**config.mk**
```make
export PLATFORM = sky130hd
export DESIGN_NAME = adc_seq_ctrl
export DESIGN_NICKNAME = d
export VERILOG_FILES = /design/src/rtl/adc_seq_pkg.sv /design/src/rtl/adc_seq_tick.sv /design/src/rtl/adc_seq_hold.sv /design/src/rtl/adc_seq_fsm.sv /design/src/rtl/adc_seq_ctrl.sv
export SDC_FILE = /design/constraint.sdc
export NUM_CORES = 1
export LEC_CHECK = 0
export BUFFER_PORTS_ARGS = -buffer_cell sky130_fd_sc_hd__buf_4
export CORE_ASPECT_RATIO = 0.9
export CORE_UTILIZATION = 27
export CTS_CLUSTER_DIAMETER = 150
export DETAILED_ROUTE_END_ITERATION = 16
export HOLD_SLACK_MARGIN = 0.02
export MAX_ROUTING_LAYER = met4
export SLEW_MARGIN = 40
export SYNTH_ARGS = -nofsm -noshare
export SYNTH_HDL_FRONTEND = slang
export SYNTH_HIERARCHICAL = 1
export SYNTH_SLANG_ARGS = --single-unit
```
**constraint.sdc**
```tcl
create_clock -name clk -period 5.58 [get_ports clk]
set_input_delay 0.279 -clock clk [delete_from_list [all_inputs] [get_ports clk]]
set_output_delay 0.279 -clock clk [all_outputs]
set_load 0.01 [all_outputs]
```
**src/rtl/adc_seq_pkg.sv**
```systemverilog
package adc_seq_pkg;

   typedef enum logic [1:0] {
      SEQ_CAL   = 2'd0,
      SEQ_ACQ   = 2'd1,
      SEQ_TRACK = 2'd2,
      SEQ_CONV  = 2'd3
   } seq_state_e;

   // cycles eoc stays high for one conversion
   function automatic int unsigned conv_high_cycles(input int unsigned res_bits,
                                                    input int unsigned base_cycles);
      return base_cycles - 1 + 4 * (res_bits - 12);
   endfunction

   function automatic int unsigned max3(input int unsigned a, input int unsigned b,
                                        input int unsigned c);
      int unsigned m;
      m = (a > b) ? a : b;
      return (m > c) ? m : c;
   endfunction

endpackage

```
**src/rtl/adc_seq_tick.sv**
```systemverilog
module adc_seq_tick #(
   parameter int unsigned DIV_LOG2 = 2
) (
   input  logic clk,
   input  logic rst,
   output logic tick_o
);
   logic [DIV_LOG2-1:0] div_q;

   always_ff @(posedge clk or posedge rst) begin
      if (rst) div_q <= '0;
      else     div_q <= div_q + DIV_LOG2'(1);
   end

   assign tick_o = &div_q;
endmodule

```
**src/rtl/adc_seq_hold.sv**
```systemverilog
module adc_seq_hold (
   input  logic clk,
   input  logic rst,
   input  logic hold_n_i,
   input  logic loop_en_i,
   input  logic eot_i,
   input  logic arm_i,
   input  logic tick_i,
   output logic req_o
);
   logic hold_eff;
   logic hold_q;
   logic fall_q;

   assign hold_eff = loop_en_i ? eot_i : hold_n_i;

   always_ff @(posedge clk or posedge rst) begin
      if (rst) begin
         hold_q <= 1'b1;
         fall_q <= 1'b0;
      end else begin
         hold_q <= hold_eff;
         if (!arm_i || tick_i)
            fall_q <= 1'b0;
         else if (hold_q && !hold_eff)
            fall_q <= 1'b1;
      end
   end

   assign req_o = fall_q || !hold_eff;
endmodule

```
**src/rtl/adc_seq_fsm.sv**
```systemverilog
module adc_seq_fsm
   import adc_seq_pkg::*;
#(
   parameter int unsigned CAL_CYCLES = 58280,
   parameter int unsigned CONV_HI    = 48,
   parameter int unsigned ACQ_CYCLES = 15
) (
   input  logic clk,
   input  logic rst,
   input  logic tick_i,
   input  logic req_i,
   output logic arm_o,
   output logic eoc_o,
   output logic eot_o,
   output logic cal_busy_o,
   output logic step_o
);
   localparam int unsigned CNT_MAX = max3(CAL_CYCLES, CONV_HI, ACQ_CYCLES);
   localparam int unsigned CNT_W   = $clog2(CNT_MAX + 1);
   localparam logic [CNT_W-1:0] CAL_LAST  = CNT_W'(CAL_CYCLES - 1);
   localparam logic [CNT_W-1:0] CONV_LAST = CNT_W'(CONV_HI - 1);
   localparam logic [CNT_W-1:0] ACQ_LAST  = CNT_W'(ACQ_CYCLES - 1);

   seq_state_e       state_q, state_d;
   logic [CNT_W-1:0] cnt_q, cnt_d;
   logic             start;

   assign start = tick_i && req_i;

   always_comb begin
      state_d = state_q;
      cnt_d   = cnt_q + CNT_W'(1);
      unique case (state_q)
         SEQ_CAL: begin
            if (cnt_q == CAL_LAST) begin
               state_d = SEQ_ACQ;
               cnt_d   = '0;
            end
         end
         SEQ_ACQ: begin
            if (start) begin
               state_d = SEQ_CONV;
               cnt_d   = '0;
            end else if (cnt_q == ACQ_LAST) begin
               state_d = SEQ_TRACK;
               cnt_d   = '0;
            end
         end
         SEQ_TRACK: begin
            cnt_d = '0;
            if (start) state_d = SEQ_CONV;
         end
         SEQ_CONV: begin
            if (cnt_q == CONV_LAST) begin
               state_d = SEQ_ACQ;
               cnt_d   = '0;
            end
         end
         default: begin
            state_d = SEQ_CAL;
            cnt_d   = '0;
         end
      endcase
   end

   always_ff @(posedge clk or posedge rst) begin
      if (rst) begin
         state_q <= SEQ_CAL;
         cnt_q   <= '0;
      end else begin
         state_q <= state_d;
         cnt_q   <= cnt_d;
      end
   end

   assign arm_o      = (state_q == SEQ_ACQ) || (state_q == SEQ_TRACK);
   assign eoc_o      = (state_q == SEQ_CAL) || (state_q == SEQ_CONV);
   assign eot_o      = (state_q == SEQ_ACQ);
   assign cal_busy_o = (state_q == SEQ_CAL);
   assign step_o     = (state_q == SEQ_CONV) && tick_i;
endmodule

```
**src/rtl/adc_seq_ctrl.sv**
```systemverilog
module adc_seq_ctrl
   import adc_seq_pkg::*;
#(
   parameter int unsigned RES_BITS    = 12,
   parameter int unsigned CAL_CYCLES  = 58280,
   parameter int unsigned BASE_CYCLES = 49,
   parameter int unsigned ACQ_CYCLES  = 15,
   parameter int unsigned DIV_LOG2    = 2
) (
   input  logic clk,
   input  logic rst,
   input  logic hold_n_i,
   input  logic loop_en_i,
   output logic eoc_o,
   output logic eot_o,
   output logic step_o,
   output logic cal_busy_o
);
   localparam int unsigned CONV_HI  = conv_high_cycles(RES_BITS, BASE_CYCLES);
   localparam int unsigned TICK_DIV = 1 << DIV_LOG2;

   generate
      if (!(RES_BITS == 12 || RES_BITS == 14 || RES_BITS == 16)) begin : g_bad_res
         $error("RES_BITS must be 12, 14 or 16");
      end
      if (CONV_HI % TICK_DIV != 0) begin : g_bad_align
         $error("conversion length must be a whole number of ticks");
      end
      if (CAL_CYCLES < 2 || ACQ_CYCLES < 1 || DIV_LOG2 < 1) begin : g_bad_len
         $error("calibration, acquisition and divider settings out of range");
      end
   endgenerate

   logic tick;
   logic req;
   logic arm;

   adc_seq_tick #(.DIV_LOG2(DIV_LOG2)) u_tick (
      .clk    (clk),
      .rst    (rst),
      .tick_o (tick)
   );

   adc_seq_hold u_hold (
      .clk       (clk),
      .rst       (rst),
      .hold_n_i  (hold_n_i),
      .loop_en_i (loop_en_i),
      .eot_i     (eot_o),
      .arm_i     (arm),
      .tick_i    (tick),
      .req_o     (req)
   );

   adc_seq_fsm #(
      .CAL_CYCLES (CAL_CYCLES),
      .CONV_HI    (CONV_HI),
      .ACQ_CYCLES (ACQ_CYCLES)
   ) u_fsm (
      .clk        (clk),
      .rst        (rst),
      .tick_i     (tick),
      .req_i      (req),
      .arm_o      (arm),
      .eoc_o      (eoc_o),
      .eot_o      (eot_o),
      .cal_busy_o (cal_busy_o),
      .step_o     (step_o)
   );
endmodule

```
After elaboration in Yosys (flattened, before gate mapping)
Index checks and enable logic that the tools add are counted.
{"block": "totals", "ff_bits": 22, "in_bits": 4, "output_inout_bits": 4, "wordCells": 44}
{"block": "op_classes", "add_sub_neg": 2, "eq_ne": 10, "mux": 14, "n_reduce_logical": 13}
{"cell": "16-bit two-way mux", "n": 4}
{"cell": "16-bit case mux with 4 select lines", "n": 1}
{"cell": "16-bit by 1-bit adder with 16-bit output, second input constant", "n": 1}
{"cell": "16-bit equality test, second input constant", "n": 1}
{"cell": "16-bit by 4-bit equality test with 1-bit output, second input constant", "n": 1}
{"cell": "16-bit by 6-bit equality test with 1-bit output, second input constant", "n": 1}
{"cell": "2-bit two-way mux", "n": 5}
{"cell": "2-bit case mux with 4 select lines", "n": 1}
{"cell": "2-bit by 1-bit != test with 1-bit output, second input constant", "n": 3}
{"cell": "2-bit equality test, second input constant", "n": 2}
{"cell": "1-bit logical OR", "n": 4}
{"cell": "4-bit AND reduction", "n": 1}
{"cell": "1-bit logical AND", "n": 3}
{"cell": "1-bit two-way mux", "n": 3}
{"cell": "3-bit by 1-bit != test with 1-bit output, second input constant", "n": 1}
{"cell": "2-bit by 1-bit adder with 2-bit output, second input constant", "n": 1}
{"cell": "2-bit by 1-bit equality test with 1-bit output, second input constant", "n": 1}
{"cell": "1-bit logical NOT", "n": 2}
{"cell": "2-bit logical NOT", "n": 1}
{"cell": "2-bit AND reduction", "n": 1}
{"cell": "2-bit nonzero test", "n": 1}

Depth between registers and ports, before layout
Gate-level depths: netlist (run 1).
{"block": "depth", "word_depth": 7, "mapped_depth": 10, "ltp_nobuf": 9}

Hierarchy
The synthesis (run 1) kept the hierarchy.
{"module": "adc_seq_fsm", "instances": 1, "cells_each": 102, "area_each_um2": 1034.7, "seq_area_each_um2": 450.4}
{"module": "adc_seq_hold", "instances": 1, "cells_each": 8, "area_each_um2": 100.1, "seq_area_each_um2": 51.3}
{"module": "adc_seq_tick", "instances": 1, "cells_each": 5, "area_each_um2": 70.1, "seq_area_each_um2": 50.0}

Worst setup path before layout (run 1)
OpenSTA, ideal clock, no wires.
{"block": "synth_timing", "path_kind": "register to register", "start": "register u_fsm.cnt_q[8]", "end": "register u_fsm.cnt_q[11]", "setup_ns": 0.119, "arrival_time_ns": 1.806, "required_ns": 5.461, "path_slack_ns": 3.656, "stages_incl_launch_ff": 7, "n_path_buf": 1, "period_less_slack_ns": 1.924, "path_cell_list": "dfrtp_1 or4_4 o41ai_2 o21ai_2 mux2i_4 buf_6 nor2_1"}
{"block": "synth_via", "elab_chain_cells": 4, "elab_cells_between_ends": 9, "classes_between": "add/sub: 1; eq/ne: 3; mux: 5"}
{"item": "from (decl)", "line": "adc_seq_fsm.sv:25", "rtl": "logic [CNT_W-1:0] cnt_q, cnt_d;"}
{"item": "from (signal assigned)", "line": "adc_seq_fsm.sv:72", "rtl": "cnt_q <= cnt_d;"}
{"item": "16-bit by 1-bit adder with 16-bit output or 16-bit by 4-bit equality test with 1-bit output (tied branches)", "line": "adc_seq_fsm.sv:32, adc_seq_fsm.sv:44"}
{"item": "16-bit two-way mux", "line": "adc_seq_fsm.sv:44", "rtl": "end else if (cnt_q == ACQ_LAST) begin"}
{"item": "16-bit two-way mux", "line": "adc_seq_fsm.sv:41", "rtl": "if (start) begin"}
{"item": "16-bit case mux with 4 select lines (*)", "line": "adc_seq_fsm.sv:33", "rtl": "unique case (state_q)"}
{"item": "named net u_fsm.cnt_d[11]", "line": "adc_seq_fsm.sv:25"}
Mark *: on every way through the listed nets, which the timed path passes. The rest lies on a longest branch.
A chain may end at the register's enable or synchronous reset.

Worst setup path after layout (run 1)
{"block": "layout_timing", "start": "register u_fsm.cnt_q[8]", "end": "register u_fsm.cnt_q[3]"}
{"block": "layout_via", "elab_chain_cells": 4, "elab_cells_between_ends": 8, "classes_between": "eq/ne: 3; mux: 5"}
{"item": "16-bit by 4-bit equality test with 1-bit output", "line": "adc_seq_fsm.sv:44"}
{"item": "16-bit two-way mux", "line": "adc_seq_fsm.sv:44"}
{"item": "16-bit two-way mux", "line": "adc_seq_fsm.sv:41"}
{"item": "16-bit case mux with 4 select lines (*)", "line": "adc_seq_fsm.sv:33"}
{"item": "named net u_fsm.cnt_d[3]", "line": "adc_seq_fsm.sv:25"}
Marked as above.

==> metrics list, run 1 <==
- Summed over all cells, the static leakage comes to just under 0.7 nW.
- # clock sinks: 22
* Worst path required time: 5.71 ns
* Fraction of synthesized area in multiplexers: 0.0478
* Setup violators final: 0
- Adding up every negative setup slack in the final design gives 0 ns.
- By area, the combinational part of the netlist is dominated by simple AND/OR/NAND/NOR gates.
- Placer Congestion: 0.776
- The die covers 4730 sq um.
- The number of endpoints with negative hold slack in the final report is 0.
- Timing would allow up to 456 MHz.
- Data arrives at the worst endpoint at 2.32 ns.
- CTS built an H-tree with a depth of 1.
- Kind of launch point of the worst setup path: flip-flop
* Cell count after placement: 181
- Cell chain of the critical path: or4_4 -> nor4_1 -> o21ai_2 -> mux2i_4 -> nor2_1
- From synthesis to final layout, the design area changed by 15.1%.
* Average detailed-routed wire length per instance: 12.3 um
* # IOs: 8
- In this run, post-CTS repair resized a total of 0 instances.
* TritonRoute pass-1 iters: 3
- Number of max-cap violations: 0
- The routed design has 2280 um of wire.
- On the worst path, the slowest cell contributes a delay of between 0.5 and 0.6 ns.
- Count of inserted antenna diode cells: 0
- The number of clock buffers added by TritonCTS is 3.
- Simple-gate portion of the synthesized area: 0.232
* Outcome: finished clean
* Warnings from Yosys: 6
* Total number of vias: about 850
* Number of antenna violations at the first check in global routing: 0
- Flip-flop and latch count after synthesis: 22
- Hold Buf Count CTS: 1
* Y dimension of the die: 65.4 um
- Averaged over all synthesized cells, the footprint is 10.5 sq um.
- Setup fix buffers added after clock tree synthesis: 0
- Of the total synthesized cell area, the portion taken by XOR and XNOR cells is 0.102.
- Number of nets in the layout: roughly 140
- Once detailed placement completed, the half-perimeter wirelength came to approximately 1800 um.
* Synth Area in Adders: 0.0727
- Max-slew headroom: 0.546
- Summing every instance area after synthesis gives ~1200 sq um.
- The cell count after synthesis came out at 115.
- Highest-count cells in the layout ignoring fill and taps: dfrtp_1 (21), nor2_1 (17), inv_1 (10), xnor2_1 (8)
* Setup skew after layout: 0.00190 ns
- Core box area: 4180 sq um
- First-pass GRT wire length: 4020 um
- Number of global-route vias before repair: 870
* Nature of the critical path endpoint: flip-flop
- Total global routing overflow: 0
* Total count of max-transition violations in the final report: 0
* Share of post-route cells with drive strength above 1: 0.167
- Count of different cell masters after synthesis: 31
- Slew of the pin with the lowest slew margin: 0.680 ns
- Hold is met by approximately 0.28 ns.
- Class of the tightest hold or removal check: input pin to flip-flop
- The detail route stage leaves a number of antenna-violating nets equal to 0.
* Clock network latency to the later pin of the worst-skew pair: roughly 0.26 ns
- Largest net degree at the start of global routing: 19
- Path type of the worst setup path: flip-flop to flip-flop
- Compound-gate portion of the synthesized area: 0.0478
- Period utilization: 0.393
- Largest vdd supply drop: 0.115 mV
* Site Rows: 22
- Width of the die: 72.4 um
- After clock tree synthesis, the clock-pin slew on the worst setup and hold paths is 0.07 ns.
- Initial standard-cell utilization of the core: 0.288
- In the routed design, unresolved DRC markers number 0.
- Leading cell type in the layout, fill and taps excluded: dfrtp_1
- Synthesis produced a netlist with a net count of 126.
- CTS placed an instance of clkbuf_8 at the clock tree root.
- Maximum fanout count along the critical path: 16
- During placement, the flow inserted port buffers numbering 7.
* Number of filler cells placed in the layout: 435
- RSZ-0062 raised after global routing: false
- For this run, the total global-route usage over all layers was measured as 0.117.
* Violation count after the first detailed-route iteration: 42
- Maximum clock insertion buffer count: 2
- Vias per inst: 4.55
- The share of the Yosys chip area taken by registers is 0.458.
- The count of cells in the finished layout, fillers not included, comes to approximately 190.
* Master of the slowest instance on the critical path: or4_4
- P per Cell Area: 201 nW/um^2
* CTS tree: done
- Minimum period implied by the final worst setup slack: 2.19 ns
layer usage:
layer | GRT usage | vias to the layer above | wire [um]
li1 | - | 416 | -
met2 | 0.188 | 7 | 1100
met3 | 0.0322 | 5 | 48
met5 | - | - | 0
met1 | 0.132 | 419 | 1080
met4 | 0.0662 | 0 | 57
synth_stat cells:
master     n  area (sq um)
xnor2_1    8          70.1
nand4b_1   1          8.76
buf_6      1          11.3
a311oi_1   1          8.76
or4_4      1          11.3
mux2i_1    2          20.0
nor3_1     1          5.00
inv_1     10          37.5
nand2_1    5          18.8
nand3b_1   2          15.0
dfstp_2    1          26.3
dfrtp_1   21           526
nand2b_1   1          6.26
nor2_1    17          63.8
nand4_1    5          31.3
or3_1      1          6.26
mux2_4     1          15.0
and4_1     1          8.76
ha_1       7          87.6
xor2_1     6          52.6
nor2b_1    1          6.26
nor4_1     3          18.8
nand3_1    5          25.0
o41ai_2    1          16.3
or4_1      1          7.51
mux2i_4    1          22.5
and3_1     4          25.0
o21ai_2    2          17.5
and3_2     2          15.0
and2_1     1          6.26
a221oi_2   1          15.0
final timing paths:
check | start | end | slack [ns] | depth (start not counted)
setup / recovery | u_fsm/cnt_q[8] | u_fsm/cnt_q[3] | 3.39 | 5
hold / removal | hold_n_i | u_hold/hold_q | 0.28 | 2
setup reg to reg | u_fsm/cnt_q[8] | u_fsm/cnt_q[3] | 3.39 | 5
hold reg to reg | u_tick/div_q[0] | u_tick/div_q[0] | 0.43 | 1
max in group asynchronous | rst | u_fsm/cnt_q[0] | 4.46 | 3
min in group asynchronous | rst | u_hold/fall_q | 0.43 | 3
report_power, final:
group	switching, W	total [W]	internal [W]
clock network	0.0000488	0.000112	0.0000629
registers	0.0000000819	0.000160	0.000160
logic	0.00000436	0.00000724	0.00000288
total	0.0000533	0.000279	0.000226
worst max-delay path: cells and delay by family (launching register included):
family	cells	cell delay, ns
muxes	1	0.44
AOI/OAI and AO/OA	1	0.13
DFF	1	0.43
and+or+nand+nor	3	1.04
final cells by class:
cell class / count / area [sq um] / share of cell area
Multi-Input combinational cell: 82 / 604 / 0.436
Clock buffer: 4 / 55.1 / 0.0397
Sequential cell: 22 / 552 / 0.398
Timing Repair Buffer: 8 / 62.6 / 0.0451
Inverter: 10 / 37.5 / 0.0271
Tap cell: 60 / 75.1 / 0.0542
stage by stage:
stage	util	setup WS [ns]	instance area, sq um	power (W)
3_5_place_dp	0.316	3.42	1320	0.000170
4_1_cts	0.331	3.40	1390	0.000284
3_3_place_gp	0.316	3.49	1320	0.000170
2_1_floorplan	-	3.66	1200	0.000167
5_1_grt	0.331	3.25	1390	0.000290
6_report	0.331	3.39	1390	0.000279
registers in the layout (all words and copies together) (netlist names):
signal         cells
u_hold/hold_q      1
u_hold/fall_q      1
u_fsm/cnt_q       16
u_tick/div_q       2
u_fsm/state_q      2
cell families (layout without fill, tap and decap cells):
kind of cell             Yosys count  after routing
AND/OR/NAND/NOR                   52             52
flip-flops                        22             22
XOR/XNOR                          14             14
buffers and inverters             11             22
adder cells (fa/ha/maj)            7              7
AO/OA/AOI/OAI                      5              5
multiplexers                       4              4
Note: power is estimated with default switching activity, not from simulation.
==> run 2, diff against run 1 <==
clock period = 2 ns   (was 5.58 ns; I/O delays follow)
==> run 2 against run 1 <==
  * The flow now finishes with violations (setup timing)
  * Sequential share of layout area fell by 3.8 points
  * Clock skew rose by 0.0052 ns
  * Via count up 10%
  * Setup slack worse by 3.5 ns
  * Total power grew to 2.8 times the previous value
  * Final cell count is 7.0% higher
  * Utilization grew 3.5 points
  * Die area did not move
  * Clock power rose to 2.9 times the previous value
  * Largest power group unchanged
==> metrics list, run 2 (synthesized netlist as in run 1, its figures left out) <==
- Site Rows: 22 (unchanged)
- The leakage power figure is 0.738 nW (+9.5%).
* Max-slew headroom: 0.531 (-0.0154)
* Outcome: complete, but fails checks
- Minimum period implied by the final worst setup slack: 2.07 ns (-0.119 ns)
- Sequential power share: 0.562 (-0.012)
- Signed area change from the synthesized netlist to the final layout: 27.1%
- Flip-flop count of the largest register after layout: 16 (unchanged)
- Master of the slowest instance on the critical path: or4_4
- Placer Congestion: 0.816 (+5.2%)
- TritonCTS built the clock tree.
- Highest-count cells in the layout ignoring fill and taps: dfrtp_1 (21), buf_4 (19), nor2_1 (17), inv_1 (9), xnor2_1 (8)
- Cell chain of the critical path: or4_4 -> o41ai_4 -> o21ai_2 -> a221oi_2 -> mux2i_1
- The placed wire-length estimate after detailed placement was 1850 um (+4.9%).
* P_int: 0.000630 W (+180%)
* H-Tree Level Count: 1 (unchanged)
- Setup skew after layout: 0.00713 ns (+0.00522 ns)
- Portion of total power attributed to combinational logic: 0.026 (about the same)
- Register clock-pin slew on the reported worst setup and hold paths: 0.08 ns (about the same)
- Setup violators final: 2 (+2)
- The share of total power consumed by net switching was 0.207 (+0.0164).
- Class of the tightest hold or removal check: input pin to flip-flop
* Clock network latency to the later pin of the worst-skew pair: 0.27 ns (about the same)
- The residual DRC count is 0 (unchanged).
- Count of inserted antenna diode cells: 0 (unchanged)
* Initial standard-cell utilization of the core: 0.288 (unchanged)
- The power per unit of standard cell area came to 519 nW/um^2 (+160%).
- The total number of vias was 934 (+10%).
- Total count of max-transition violations in the final report: 0 (unchanged)
* Vias per inst: 4.69 (+3.1%)
- Period utilization: 1.04 (+0.644)
- Aggregate routed wire length: 2640 um (+15%)
* Pwr Total: 0.000795 W (+180%)
* Total global routing overflow: 0 (unchanged)
* Clk pwr share: 0.412 (+0.012)
- Maximum fanout count along the critical path: 2 (-14)
* Number of nets in the layout: 151 (+9.4%)
- Number of max-cap violations: 0 (unchanged)
* Average detailed-routed wire length per instance: 13.2 um (+7.9%)
- First-pass GRT wire length: 4660 um (+16%)
- The number of sinks on the clock net was 22 (unchanged).
- Maximum clock insertion buffer count: 2 (unchanged)
* Psw: 0.000165 W (+210%)
- Floorplan die area: 4730 sq um (unchanged)
- Broken down by cell family, the worst path's largest delay share belongs to compound AO/OA/AOI/OAI gates.
- Worst path required time: 2.19 ns (-3.52 ns)
- The area of the core was 4180 sq um (unchanged).
- The worst ir drop on vdd was 0.319 mV (+180%).
- Largest net degree at the start of global routing: 19 (unchanged)
* Violation count after the first detailed-route iteration: 45 (+7.1%)
* Most flops, register: u_fsm/cnt_q
- The slew at the pin with the worst max-slew slack is 0.699 ns (+0.0196 ns).
- The largest stage delay on the critical path was 0.57 ns (about the same).
- STA classifies the critical path endpoint as a flip-flop.
* Violated checks: setup timing
- Kind of launch point of the worst setup path: flip-flop
* Final antenna-violating net count: 0 (unchanged)
* Leading cell type in the layout, fill and taps excluded: dfrtp_1
* Total routing usage reported by global routing: 0.137 (+0.0197)
* IO Port Bufs: 7 (unchanged)
- Worst setup slack after layout: -0.0744 ns (-3.46 ns)
- The number of global-route vias before repair was 983 (+13%).
- TritonRoute pass-1 iters: 4 (+1)
* Number of antenna violations at the first check in global routing: 0 (unchanged)
* Path type of the worst setup path: flip-flop to flip-flop
- The data arrival time of the critical path is 2.27 ns (-0.05 ns).
* Final hold violation count: 0 (unchanged)
* Bufs and invs on worst path: 0 (unchanged)
- The top-level port count came to 8 (unchanged).
- Setup Total Neg Slack: -0.124 ns (-0.124 ns)
* Highest clock rate: 482 MHz (+5.7%)
- The die span in x was 72.4 um (unchanged).
- Master cell of the clock root buffer: clkbuf_8
* Share of post-route cells with drive strength above 1: 0.281 (+0.114)
- The largest registers in the layout are u_fsm/cnt_q: 16 flops, u_fsm/state_q: 2 flops, u_tick/div_q: 2 flops.
* Total clock buffers created by CTS: 3 (unchanged)
- The die height was 65.4 um (unchanged).
* RSZ-0062 raised after global routing: true
* Place WS: -0.0299 ns (-3.44 ns)
-- run 2: final cells by class --
| cell class | instances | area [sq um] |
|---|---|---|
| inverters | 10 | 37.5 |
| well taps | 60 | 75.1 |
| clock buffers | 4 | 55.1 |
| multi-input cells | 82 | 639 |
| flip-flops and latches | 22 | 552 |
| repair buffers | 21 | 173 |
| fillers | 436 | 2650 |
-- run 2: metrics by stage --
stage	util	instance area (sq um)	hold slack (ns)	instances
final	0.366	1530	0.0919	199
after global routing	0.366	1530	0.0947	199
after CTS	0.364	1520	0.0863	199
after detailed placement	0.339	1420	-0.0206	192
after global placement	0.339	1420	-0.0239	192
after floorplan	-	1200	-0.160	115
-- run 2: what timing repair did --
item	CTS	global route
endpoints found under the setup margin	2	18
resized for setup	4	2
pin swaps	4	0
buffers inserted	2	0
endpoints found under the hold margin	22	0
hold buffers	1	0
-- run 2: path summary, 6_finish.rpt --
| check | from | endpoint | slack [ns] | cells after the start |
|---|---|---|---|---|
| setup / recovery | u_fsm/cnt_q[6] | u_fsm/state_q[1] | -0.07 | 5 |
| hold / removal | hold_n_i | u_hold/hold_q | 0.09 | 2 |
| setup reg to reg | u_fsm/cnt_q[6] | u_fsm/state_q[1] | -0.07 | 5 |
| hold reg to reg | u_tick/div_q[0] | u_tick/div_q[0] | 0.43 | 1 |
| max in group asynchronous | rst | u_fsm/cnt_q[14] | 1.24 | 3 |
| min in group asynchronous | rst | u_tick/div_q[0] | 0.25 | 3 |
-- run 2: metal layers --
layer | global-route usage | vias to the layer above | wire (um)
met5 | - | - | 0
met4 | 0.0735 | 0 | 78
met3 | 0.0276 | 6 | 56
met2 | 0.221 | 15 | 1280
met1 | 0.161 | 471 | 1220
li1 | - | 442 | -
-- run 2: power by group through the flow --
stage          registers (W)  logic (W)  clock network [W]
2_1_floorplan       0.000455  0.0000113                  0
3_3_place_gp        0.000455  0.0000194                  0
3_5_place_dp        0.000455  0.0000201                  0
4_1_cts             0.000446  0.0000217           0.000335
5_1_grt             0.000447  0.0000246           0.000353
6_report            0.000446  0.0000208           0.000328
==> run 3, diff against run 2 <==
==> constraint.sdc (replaced) <==
create_clock -name clk -period 2 [get_ports clk]
set_input_delay 0.1 -clock clk [delete_from_list [all_inputs] [get_ports clk]]
set_output_delay 0.1 -clock clk [all_outputs]
set_load 0.1 [all_outputs]
==> run 3 against run 2 <==
  * The run now ends clean
  * Total power increased by 11%
  * Flip-flop and latch count unchanged
  * Clock power increased by 26%
  * Count of clock-buffer cells in the layout decreased by 1
  * Utilization increased by 0.81 points
  * Wire length decreased by 7.1%
  * First-iteration DRC count decreased by 62%
  * Final cell count decreased by 0.50%
  * Maximum frequency increased by 5.1%
  * Critical path type unchanged
  * Critical endpoint unchanged
==> metrics list, run 3 (synthesized netlist as in run 1, its figures left out) <==
- Number of global-route vias before repair: 912 (-7.2%)
- Period utilization: 0.987 (-0.0500)
* Leakage power total: 0.740 nW (+0.24%)
* Register clock-pin slew on the reported worst setup and hold paths: 0.08 ns (about the same)
- Leading cell type in the layout, fill and taps excluded: dfrtp_1
- The total congestion overflow after global routing came to 0 (unchanged).
- Highest-count cells in the layout ignoring fill and taps: dfrtp_1 (20), buf_4 (18), nor2_1 (17), inv_1 (9), xnor2_1 (8)
- Count of non-filler cells in the finished layout: 198 (-0.50%)
- Clock network latency to the later pin of the worst-skew pair: 0.26 ns (about the same)
* Final routed DRC violation total: 0 (unchanged)
- Data arrival at the endpoint of the critical path: 2.16 ns (-0.11 ns)
- The setup TNS after final layout is 0 ns (+0.124 ns).
- Share of post-route cells with drive strength above 1: 0.297 (+0.0165)
* IO Port Bufs: 7 (unchanged)
- Bufs and invs on worst path: 0 (unchanged)
* TritonRoute pass-1 iters: 4 (unchanged)
* Width of the die: 72.4 um (unchanged)
- The number of flip-flops in the largest register was 16 (unchanged).
* Total clock buffers created by CTS: 3 (unchanged)
- The number of setup violations in the final report was 0 (-2).
* RSZ-0062 raised after global routing: true
- H-Tree Level Count: 1 (unchanged)
- The worst ir drop on vdd is 0.413 mV (+29%).
- By startpoint and endpoint, the worst setup path is classified as flip-flop to flip-flop.
- # clock sinks: 22 (unchanged)
* Placer Congestion: 0.886 (+8.5%)
- The placed wire-length estimate after detailed placement came to 1810 um (-2.2%).
* Aggregate routed wire length: 2450 um (-7.1%)
- Final hold violation count: 0 (unchanged)
- The starting utilization of the core area came to 0.288 (unchanged).
* Number of max-cap violations: 0 (unchanged)
- Maximum clock insertion buffer count: 2 (unchanged)
- The total cell area at the placement stage came to 1420 sq um (+0.53%).
* Final cell utilization of the core: 0.374 (+0.00807)
- The slew at the pin with the worst max-slew slack came to 0.657 ns (-0.0421 ns).
* Highest clock rate: 506 MHz (+5.1%)
* First-pass GRT wire length: 4230 um (-9.3%)
- Total count of max-transition violations in the final report: 0 (unchanged)
- Cell chain of the critical path: or4_4 -> o41ai_4 -> o21ai_2 -> a221oi_2 -> mux2i_1
- The final net count was 150 (-0.66%).
- In the final layout, the registers with the most flip-flops are u_fsm/cnt_q: 16 flops, u_fsm/state_q: 2 flops, u_tick/div_q: 2 flops.
* Total routing usage reported by global routing: 0.120 (-0.0166)
* Y dimension of the die: 65.4 um (unchanged)
- The area of the core came to 4180 sq um (unchanged).
- # IOs: 8 (unchanged)
* Signed area change from the synthesized netlist to the final layout: 29.9%
- Count of inserted antenna diode cells: 0 (unchanged)
* Kind of cell adding the most delay to the critical path: compound AO/OA/AOI/OAI gates
- The minimum period implied by the final worst setup slack came to 1.97 ns (-0.0999 ns).
- The relative max-transition margin came to 0.559 (+0.0282).
- Site Rows: 22 (unchanged)
- Setup skew after layout: 0.00350 ns (-0.00363 ns)
- Kind of launch point of the worst setup path: flip-flop
- Cell count after placement: 191 (-0.52%)
- The remaining number of nets flagged by the antenna check after routing is 0 (unchanged).
- The total number of vias came to 905 (-3.1%).
- Outcome: finished clean
* Maximum fanout count along the critical path: 4 (+2)
* Floorplan die area: 4730 sq um (unchanged)
- Master of the slowest instance on the critical path: or4_4
* Class of the tightest hold or removal check: input pin to flip-flop
- The largest net degree at the start of global routing is 19 (unchanged).
- Delay of the slowest cell on the worst path: 0.53 ns (-0.04 ns)
- P per Cell Area: 562 nW/um^2 (+8.4%)
- u_fsm/cnt_q holds more flip-flops than any other register.
- Violation count after the first detailed-route iteration: 17 (-62%)
- The post-route cell area was 1570 sq um (+2.2%).
- Worst path required time: 2.19 ns (about the same)
* Number of antenna violations at the first check in global routing: 0 (unchanged)
* Nature of the critical path endpoint: flip-flop
* CTS tree: done
- The per-cell via count in the routed design was 4.57 (-2.6%).
- Master cell of the clock root buffer: clkbuf_8
- Average detailed-routed wire length per instance: 12.4 um (-6.6%)
-- run 3: cell types whose count changed in the layout (fill, tap and decap cells not counted) --
cell,delta
dfrtp_1,-1
ha_4,+1
clkbuf_8,-1
nor4_2,-1
dfrtp_2,+1
buf_4,-1
nor4_4,+1
ha_1,-2
bufinv_16,+1
ha_2,+1
-- run 3: path summary, 6_finish.rpt --
path	from	to	slack, ns	depth (start not counted)
max in group asynchronous	rst	u_fsm/cnt_q[7]	1.24	3
max	u_fsm/cnt_q[7]	u_fsm/state_q[1]	0.03	5
min	hold_n_i	u_hold/hold_q	0.09	2
min in group asynchronous	rst	u_tick/div_q[1]	0.24	3
min reg2reg	u_tick/div_q[0]	u_tick/div_q[0]	0.42	1
max reg2reg	u_fsm/cnt_q[7]	u_fsm/state_q[1]	0.03	5
-- run 3: routing by layer --
metal | track usage | vias up | share of wire
met1 | 0.161 | 447 | 0.48
li1 | - | 440 | -
met2 | 0.176 | 12 | 0.47
met3 | 0.0276 | 6 | 0.022
met4 | 0.0441 | 0 | 0.025
met5 | - | - | 0
-- run 3: repair_timing --
item,CTS,global route
setup endpoints to repair,2,18
hold endpoints to repair,22,0
resized for setup,2,6
setup buffers,0,2
hold buffers,1,0
pin swaps,1,2
-- run 3: final cells by class --
| cell class | instances | area (sq um) |
|---|---|---|
| clock inverters | 1 | 30.0 |
| fillers | 449 | 2620 |
| clock buffers | 3 | 41.3 |
| well taps | 60 | 75.1 |
| inverters | 10 | 37.5 |
| multi-input cells | 82 | 663 |
| repair buffers | 20 | 165 |
| flip-flops and latches | 22 | 553 |
-- run 3: power by group --
group / switching [W] / total [W] / internal, W / leakage, nW
registers: 0.000000261 / 0.000446 / 0.000446 / 0.294
logic: 0.0000122 / 0.0000203 / 0.00000805 / 0.410
clock network: 0.000146 / 0.000414 / 0.000267 / 0.0357
total: 0.000159 / 0.000880 / 0.000722 / 0.740
-- run 3: worst register-to-register path, stage by stage, from the launching register on --
cell and delay, ns:
dfrtp_2 0.44, or4_4 0.53, o41ai_4 0.30, o21ai_2 0.12, a221oi_2 0.28, mux2i_1 0.22
-- run 3: stage by stage --
step	setup WS [ns]	hold WS, ns	total power, W
CTS	0.0326	0.0859	0.000898
detailed placement	-0.00763	-0.0225	0.000475
global route	-0.0896	0.0982	0.000914
global placement	0.0519	-0.0275	0.000474
finish	0.0255	0.0945	0.000880
floorplan	0.0553	-0.160	0.000467
